File: config.mk
export PLATFORM = sky130hd
export DESIGN_NAME = node_supervisor
export DESIGN_NICKNAME = d
export VERILOG_FILES = /design/src/rtl/nodesup_pkg.sv /design/src/rtl/nodesup_dp.sv /design/src/rtl/nodesup_ctrl.sv /design/src/rtl/node_supervisor.sv
export SDC_FILE = /design/constraint.sdc
export NUM_CORES = 1
export LEC_CHECK = 0
export ABC_AREA = 1
export CAP_MARGIN = 20
export CORE_UTILIZATION = 50
export CTS_CLUSTER_DIAMETER = 40
export DETAILED_ROUTE_END_ITERATION = 8
export DONT_BUFFER_PORTS = 1
export GPL_ROUTABILITY_DRIVEN = 0
export SYNTH_ARGS = -nofsm -noshare
export SYNTH_HDL_FRONTEND = slang
export SYNTH_HIERARCHICAL = 1
export SYNTH_SLANG_ARGS = --single-unit
File: constraint.sdc
create_clock -name clk -period 5.1 [get_ports clk]
set_input_delay 0.51 -clock clk [delete_from_list [all_inputs] [get_ports clk]]
set_output_delay 0.51 -clock clk [all_outputs]
set_load 0.01 [all_outputs]
File: src/rtl/nodesup_pkg.sv
package nodesup_pkg;

  typedef enum logic [2:0] {
    ST_HOLD = 3'd0,
    ST_WAIT = 3'd1,
    ST_BOOT = 3'd2,
    ST_TEST = 3'd3,
    ST_RUN  = 3'd4,
    ST_LIMP = 3'd5,
    ST_DEAD = 3'd6
  } nodeState_t;

  localparam logic [2:0] CODE_BOOT = 3'd0;
  localparam logic [2:0] CODE_TEST = 3'd1;
  localparam logic [2:0] CODE_RUN  = 3'd2;
  localparam logic [2:0] CODE_LIMP = 3'd3;
  localparam logic [2:0] CODE_DEAD = 3'd4;

  // control -> datapath strobes
  typedef struct packed {
    logic holdLoad;
    logic holdRun;
    logic wdLoad;
    logic wdRun;
    logic swClear;
  } dpStrobe_t;

endpackage

File: src/rtl/nodesup_dp.sv
module nodesup_dp
  import nodesup_pkg::*;
#(
  parameter int SLOT_W     = 12,
  parameter int WD_W       = 32,
  parameter int RST_CYCLES = 5000000,
  parameter int FLASH_DIV  = 12500000
) (
  input  logic              clk,
  input  logic              rstN,
  input  logic [SLOT_W-1:0] ownSlot,
  input  logic              cmdValid,
  input  logic              cmdGlobal,
  input  logic [SLOT_W-1:0] cmdSlot,
  input  logic              swWrite,
  input  logic [7:0]        swData,
  input  logic [WD_W-1:0]   wdDelay,
  input  dpStrobe_t         strobe,
  output logic              resetReq,
  output logic              holdDone,
  output logic              wdZero,
  output logic              flashPhase
);

  localparam int HOLD_W = (RST_CYCLES > 1) ? $clog2(RST_CYCLES + 1) : 1;
  localparam int DIV_W  = (FLASH_DIV > 1) ? $clog2(FLASH_DIV + 1) : 1;
  localparam logic [HOLD_W-1:0] HOLD_MAX = HOLD_W'(RST_CYCLES - 1);
  localparam logic [DIV_W-1:0]  DIV_MAX  = DIV_W'(FLASH_DIV - 1);

  logic              swBit;
  logic              cmdHit;
  logic              swUpperUnused;
  logic [HOLD_W-1:0] holdCnt;
  logic [WD_W-1:0]   wdCnt;
  logic [DIV_W-1:0]  divCnt;

  // upper register bits carry no function
  assign swUpperUnused = ^swData[7:1];

  // software reset register bit 0, inactive high
  always_ff @(posedge clk or negedge rstN) begin
    if (!rstN)               swBit <= 1'b1;
    else if (strobe.swClear) swBit <= 1'b1;
    else if (swWrite)        swBit <= swData[0];
  end

  assign cmdHit   = cmdValid && (cmdGlobal || (cmdSlot == ownSlot));
  assign resetReq = cmdHit || !swBit;

  // reset pulse length counter
  always_ff @(posedge clk or negedge rstN) begin
    if (!rstN)                                holdCnt <= HOLD_MAX;
    else if (strobe.holdLoad)                 holdCnt <= HOLD_MAX;
    else if (strobe.holdRun && holdCnt != '0) holdCnt <= holdCnt - 1'b1;
  end
  assign holdDone = (holdCnt == '0);

  // watchdog down-counter
  always_ff @(posedge clk or negedge rstN) begin
    if (!rstN)                            wdCnt <= '0;
    else if (strobe.wdLoad)               wdCnt <= wdDelay;
    else if (strobe.wdRun && wdCnt != '0) wdCnt <= wdCnt - 1'b1;
  end
  assign wdZero = (wdCnt == '0);

  // free-running flash prescaler
  always_ff @(posedge clk or negedge rstN) begin
    if (!rstN) begin
      divCnt     <= '0;
      flashPhase <= 1'b0;
    end else if (divCnt == DIV_MAX) begin
      divCnt     <= '0;
      flashPhase <= !flashPhase;
    end else begin
      divCnt <= divCnt + 1'b1;
    end
  end


  wd_reload_chk: assert property (@(posedge clk) disable iff (!rstN)
    strobe.wdLoad |=> wdCnt == $past(wdDelay));


  sw_restore_chk: assert property (@(posedge clk) disable iff (!rstN)
    strobe.swClear |=> swBit);


  flash_rate_chk: assert property (@(posedge clk) disable iff (!rstN)
    !$stable(flashPhase) |-> $past(divCnt) == DIV_MAX);


  hold_mono_chk: assert property (@(posedge clk) disable iff (!rstN)
    (strobe.holdRun && !strobe.holdLoad && !holdDone) |=> holdCnt == $past(holdCnt) - 1'b1);

endmodule

File: src/rtl/nodesup_ctrl.sv
module nodesup_ctrl
  import nodesup_pkg::*;
(
  input  logic       clk,
  input  logic       rstN,
  input  logic       statusValid,
  input  logic [2:0] statusCode,
  input  logic       resetReq,
  input  logic       holdDone,
  input  logic       wdZero,
  input  logic       flashPhase,
  output dpStrobe_t  strobe,
  output logic       nodeResetN,
  output logic       ledGreenN,
  output logic       ledYellowN,
  output logic       wdTimeout
);

  nodeState_t state, nextState;
  logic       live, codeOk, msgTake, expire;

  function automatic nodeState_t codeToState(input logic [2:0] code);
    case (code)
      CODE_BOOT: codeToState = ST_BOOT;
      CODE_TEST: codeToState = ST_TEST;
      CODE_RUN:  codeToState = ST_RUN;
      CODE_LIMP: codeToState = ST_LIMP;
      default:   codeToState = ST_DEAD;
    endcase
  endfunction

  assign live    = (state inside {ST_WAIT, ST_BOOT, ST_TEST, ST_RUN, ST_LIMP});
  assign codeOk  = (statusCode <= CODE_DEAD);
  assign msgTake = live && statusValid && codeOk;

  always_comb begin
    nextState      = state;
    strobe         = '0;
    expire         = 1'b0;
    strobe.holdRun = (state == ST_HOLD);
    strobe.swClear = (state == ST_HOLD);
    strobe.wdRun   = live;
    if (state != ST_HOLD && resetReq) begin
      nextState       = ST_HOLD;
      strobe.holdLoad = 1'b1;
    end else begin
      case (state)
        ST_HOLD: begin
          if (holdDone) begin
            nextState     = ST_WAIT;
            strobe.wdLoad = 1'b1;
          end
        end
        ST_DEAD: nextState = ST_DEAD;
        default: begin
          if (msgTake) begin
            strobe.wdLoad = 1'b1;
            nextState     = codeToState(statusCode);
          end else if (wdZero) begin
            nextState = ST_DEAD;
            expire    = 1'b1;
          end
        end
      endcase
    end
  end

  always_ff @(posedge clk or negedge rstN) begin
    if (!rstN) begin
      state     <= ST_HOLD;
      wdTimeout <= 1'b0;
    end else begin
      state     <= nextState;
      wdTimeout <= expire;
    end
  end

  assign nodeResetN = (state != ST_HOLD);

  // lamp encoding, low = lit
  always_comb begin
    case (state)
      ST_WAIT:          begin ledGreenN = 1'b1;        ledYellowN = !flashPhase; end
      ST_BOOT, ST_TEST: begin ledGreenN = !flashPhase; ledYellowN = 1'b1;        end
      ST_RUN:           begin ledGreenN = 1'b0;        ledYellowN = 1'b1;        end
      ST_LIMP:          begin ledGreenN = 1'b0;        ledYellowN = 1'b0;        end
      ST_DEAD:          begin ledGreenN = 1'b1;        ledYellowN = 1'b0;        end
      default:          begin ledGreenN = 1'b1;        ledYellowN = 1'b1;        end
    endcase
  end


  hold_keep_chk: assert property (@(posedge clk) disable iff (!rstN)
    (state == ST_HOLD && !holdDone) |=> state == ST_HOLD);


  leds_dark_chk: assert property (@(posedge clk) disable iff (!rstN)
    !nodeResetN |-> (ledGreenN && ledYellowN));


  strobe_single_chk: assert property (@(posedge clk) disable iff (!rstN)
    wdTimeout |=> !wdTimeout);


  timeout_dead_chk: assert property (@(posedge clk) disable iff (!rstN)
    wdTimeout |-> state == ST_DEAD);


  dead_latch_chk: assert property (@(posedge clk) disable iff (!rstN)
    (state == ST_DEAD && !resetReq) |=> state == ST_DEAD);

endmodule

File: src/rtl/node_supervisor.sv
module node_supervisor
  import nodesup_pkg::*;
#(
  parameter int SLOT_W     = 12,
  parameter int WD_W       = 32,
  parameter int RST_CYCLES = 5000000,
  parameter int FLASH_DIV  = 12500000
) (
  input  logic              clk,
  input  logic              rstN,
  input  logic [SLOT_W-1:0] ownSlot,
  input  logic              statusValid,
  input  logic [2:0]        statusCode,
  input  logic              cmdValid,
  input  logic              cmdGlobal,
  input  logic [SLOT_W-1:0] cmdSlot,
  input  logic              swWrite,
  input  logic [7:0]        swData,
  input  logic [WD_W-1:0]   wdDelay,
  output logic              nodeResetN,
  output logic              ledGreenN,
  output logic              ledYellowN,
  output logic              wdTimeout
);

  dpStrobe_t strobe;
  logic      resetReq, holdDone, wdZero, flashPhase;

  nodesup_dp #(
    .SLOT_W    (SLOT_W),
    .WD_W      (WD_W),
    .RST_CYCLES(RST_CYCLES),
    .FLASH_DIV (FLASH_DIV)
  ) u_dp (
    .clk       (clk),
    .rstN      (rstN),
    .ownSlot   (ownSlot),
    .cmdValid  (cmdValid),
    .cmdGlobal (cmdGlobal),
    .cmdSlot   (cmdSlot),
    .swWrite   (swWrite),
    .swData    (swData),
    .wdDelay   (wdDelay),
    .strobe    (strobe),
    .resetReq  (resetReq),
    .holdDone  (holdDone),
    .wdZero    (wdZero),
    .flashPhase(flashPhase)
  );

  nodesup_ctrl u_ctrl (
    .clk        (clk),
    .rstN       (rstN),
    .statusValid(statusValid),
    .statusCode (statusCode),
    .resetReq   (resetReq),
    .holdDone   (holdDone),
    .wdZero     (wdZero),
    .flashPhase (flashPhase),
    .strobe     (strobe),
    .nodeResetN (nodeResetN),
    .ledGreenN  (ledGreenN),
    .ledYellowN (ledYellowN),
    .wdTimeout  (wdTimeout)
  );

endmodule

==> results.sh <==
export IMPL_grt_pass1_vias=5377
export IMPL_clkTransAtPathRegs_ps=60
export IMPL_min_path_type="input pin to async pin"
export IMPL_slowest_delay_ps=490
export IMPL_syn_inst=916
export IMPL_cts_sinks=85
export IMPL_path_buf_inv=6
export IMPL_first_pass_iters=5
export IMPL_synth_area_leaders="dfrtp_1 (30%), nand2_1 (19%), nor2_1 (8.7%)"
export IMPL_fin_nets=989
export IMPL_num_vias=5590
export IMPL_fin_skew_ps=5.44
export IMPL_power_w=0.00147
export IMPL_fillCellCount=1124
export IMPL_finalCritPeriodShare=0.680
export IMPL_gr_total_overflow=0
export IMPL_outcome="completed"
export IMPL_clock_path_buffers=2
export IMPL_slew_viol_final=0
export IMPL_critical_path_cell_chain="inv_1, ha_1, nand3_1, nor2_2, nand3_1, inv_1, or2_4, nand2_4, a21oi_4, buf_4, clkinv_1, buf_4, nand2_2, inv_2, nand2_1, nand2_1"
export IMPL_timing_fmax_mhz=288
export IMPL_cts_max_level=3
export IMPL_crit_family="simple AND/OR/NAND/NOR gates"
export IMPL_critPathCaptureType="flip-flop"
export IMPL_routed_wl_um=14500
export IMPL_die_area_sq_um=12300
export IMPL_synth_seq_cells=85
export IMPL_die_w_um=111
export IMPL_wl_per_cell_um=13.6
export IMPL_drc=0
export IMPL_place_hpwl_um=10400
export IMPL_cts_root_buf="clkbuf_16"
export IMPL_ant_nets=0
export IMPL_power_density_nw_per_um2=230
export IMPL_yosysWarnings=6
export IMPL_hold_violations=0
export IMPL_leakage_nw=3.25
export IMPL_final_common_cell="nand2_1"
export IMPL_num_rows=39
export IMPL_die_y_um=111
export IMPL_grt_pass1_wl_um=25200
export IMPL_syn_area_per_cell_sq_um=6.45
export IMPL_netlist_area_sq_um=5910
export IMPL_cp_arrival_ps=3710
export IMPL_finalSetupViolCount=0
export IMPL_tightest_slew_ps=1020
export IMPL_tns_ps=0
export IMPL_synth_top_area_frac=0.301
export IMPL_area_growth_pct=8.19
export IMPL_grt_max_degree=79
export IMPL_numCtsBuffers=9
export IMPL_layout_common_cells="nand2_1 (306), nor2_1 (137), inv_1 (102), nand3_1 (96), dfrtp_1 (71)"
export IMPL_crit_slowest_cell="nand2_2"
export IMPL_core_area_sq_um=11500
export IMPL_path_max_fanout=41
export IMPL_rsz0062_at_grt="false"
export IMPL_synth_fp_nets=992
export IMPL_ir_worst_vdd_uv=172
export IMPL_drt_vias_per_instance=5.27
export IMPL_synthDistinctLibCells=36
export IMPL_initial_core_util=0.515
export IMPL_drtIter0Drc=360
export IMPL_cts_tree="yes"
export IMPL_ys_seq_area_frac=0.363
export IMPL_startpoint_type="flip-flop"
export IMPL_cp_required_ps=5340
export IMPL_drv_cap=0
export IMPL_critPathKind="flip-flop to flip-flop"
export IMPL_yosysTopAreaCell="dfrtp_1"
export IMPL_drive_above_1_share=0.0763
export IMPL_grt_usage=0.253
export IMPL_antennaDiodeCount=0
export IMPL_min_period_ps=3470
export IMPL_relSlewSlack=0.318
export IMPL_clock_latency_ps=350
export IMPL_antenna_found_initial=0
export IMPL_postCtsSetupBuffers=0
export IMPL_ios=77
export IMPL_io_buffers=0
where the power goes:
part | switching, W | leakage, nW | total, W | internal, W
Combinational | 0.0000205 | 2.00 | 0.0000319 | 0.0000114
Sequential | 0 | 1.08 | 0.000675 | 0.000675
Clock | 0.000275 | 0.167 | 0.000767 | 0.000492
flip-flops by register name, indices dropped and copies added, names as in the netlist:
register / flops
u_ctrl/wdTimeout: 1
u_ctrl/state: 3
u_dp/flashPhase: 1
u_dp/holdCnt: 23
u_dp/wdCnt: 32
u_dp/divCnt: 24
u_dp/swBit: 1
synthesized netlist by cell type, drive strengths merged:
cell	instances
a21oi	16
a31oi	1
and3b	1
buf	10
clkbuf	8
clkinv	2
dfrtp	71
dfstp	14
ha	3
inv	106
nand2	315
nand3	96
nand3b	5
nand4	17
nor2	148
nor3	11
nor3b	1
nor4	2
o21ai	56
o31ai	1
or2	6
xnor2	15
xor2	11
path summary, 6_finish.rpt:
kind | start | endpoint | slack [ps] | cells past startpoint
min in group clk | swWrite | u_dp/swBit$_DFFE_PN1P_ | 230 | 1
hold reg to reg | u_dp/holdCnt[22]$_DFFE_PN1P_ | u_dp/holdCnt[22]$_DFFE_PN1P_ | 470 | 2
max in group asynchronous | rstN | u_dp/holdCnt[2]$_DFFE_PN1P_ | 4230 | 1
setup reg to reg | u_dp/holdCnt[0]$_DFFE_PN1P_ | u_dp/wdCnt[8]$_DFFE_PN0P_ | 1630 | 16
hold / removal | rstN | u_dp/holdCnt[10]$_DFFE_PN0P_ | 60 | 1
setup / recovery | u_dp/holdCnt[0]$_DFFE_PN1P_ | u_dp/wdCnt[8]$_DFFE_PN0P_ | 1630 | 16
repair_timing:
item	CTS	global route
endpoints found under the hold margin	78	0
resized for setup	0	0
hold buffers	2	0
per-layer routing:
layer | wire length, um | vias up | GRT usage
met2 | 6620 | 110 | 0.407
met5 | 0 | - | 0
met3 | 741 | 15 | 0.0454
met1 | 6860 | 2582 | 0.344
met4 | 231 | 0 | 0.0844
li1 | - | 2883 | -
kinds of logic after synthesis:
group / count (synthesis) / synth area share
AND/OR/NAND/NOR: 602 / 0.436
XOR/XNOR: 26 / 0.0385
flip-flops: 85 / 0.363
buffers and inverters: 126 / 0.0855
adder cells (fa/ha/maj): 3 / 0.00635
AO/OA/AOI/OAI: 74 / 0.0709
area by class of cell:
class	instances	area (sq um)	share of cell area
well taps	143	179	0.0280
repair buffers	4	52.6	0.00822
flip-flops and latches	85	2140	0.335
inverters	108	405	0.0634
multi-input cells	705	3270	0.512
clock buffers	12	246	0.0385
clock inverters	4	95.1	0.0149
per-stage QoR:
step                      instance area (sq um)  setup slack [ps]   util  std cells  hold WS, ps
after floorplan                            5910              2580      -        916          214
after global placement                     6020              1740  0.525       1043          217
after detailed placement                   6020              1670  0.525       1043          217
after CTS                                  6390              1610  0.558       1061         76.3
after global routing                       6390              1300  0.558       1061         91.7
final                                      6390              1630  0.558       1061         59.2
No activity file was read; power rests on OpenSTA's default activity.
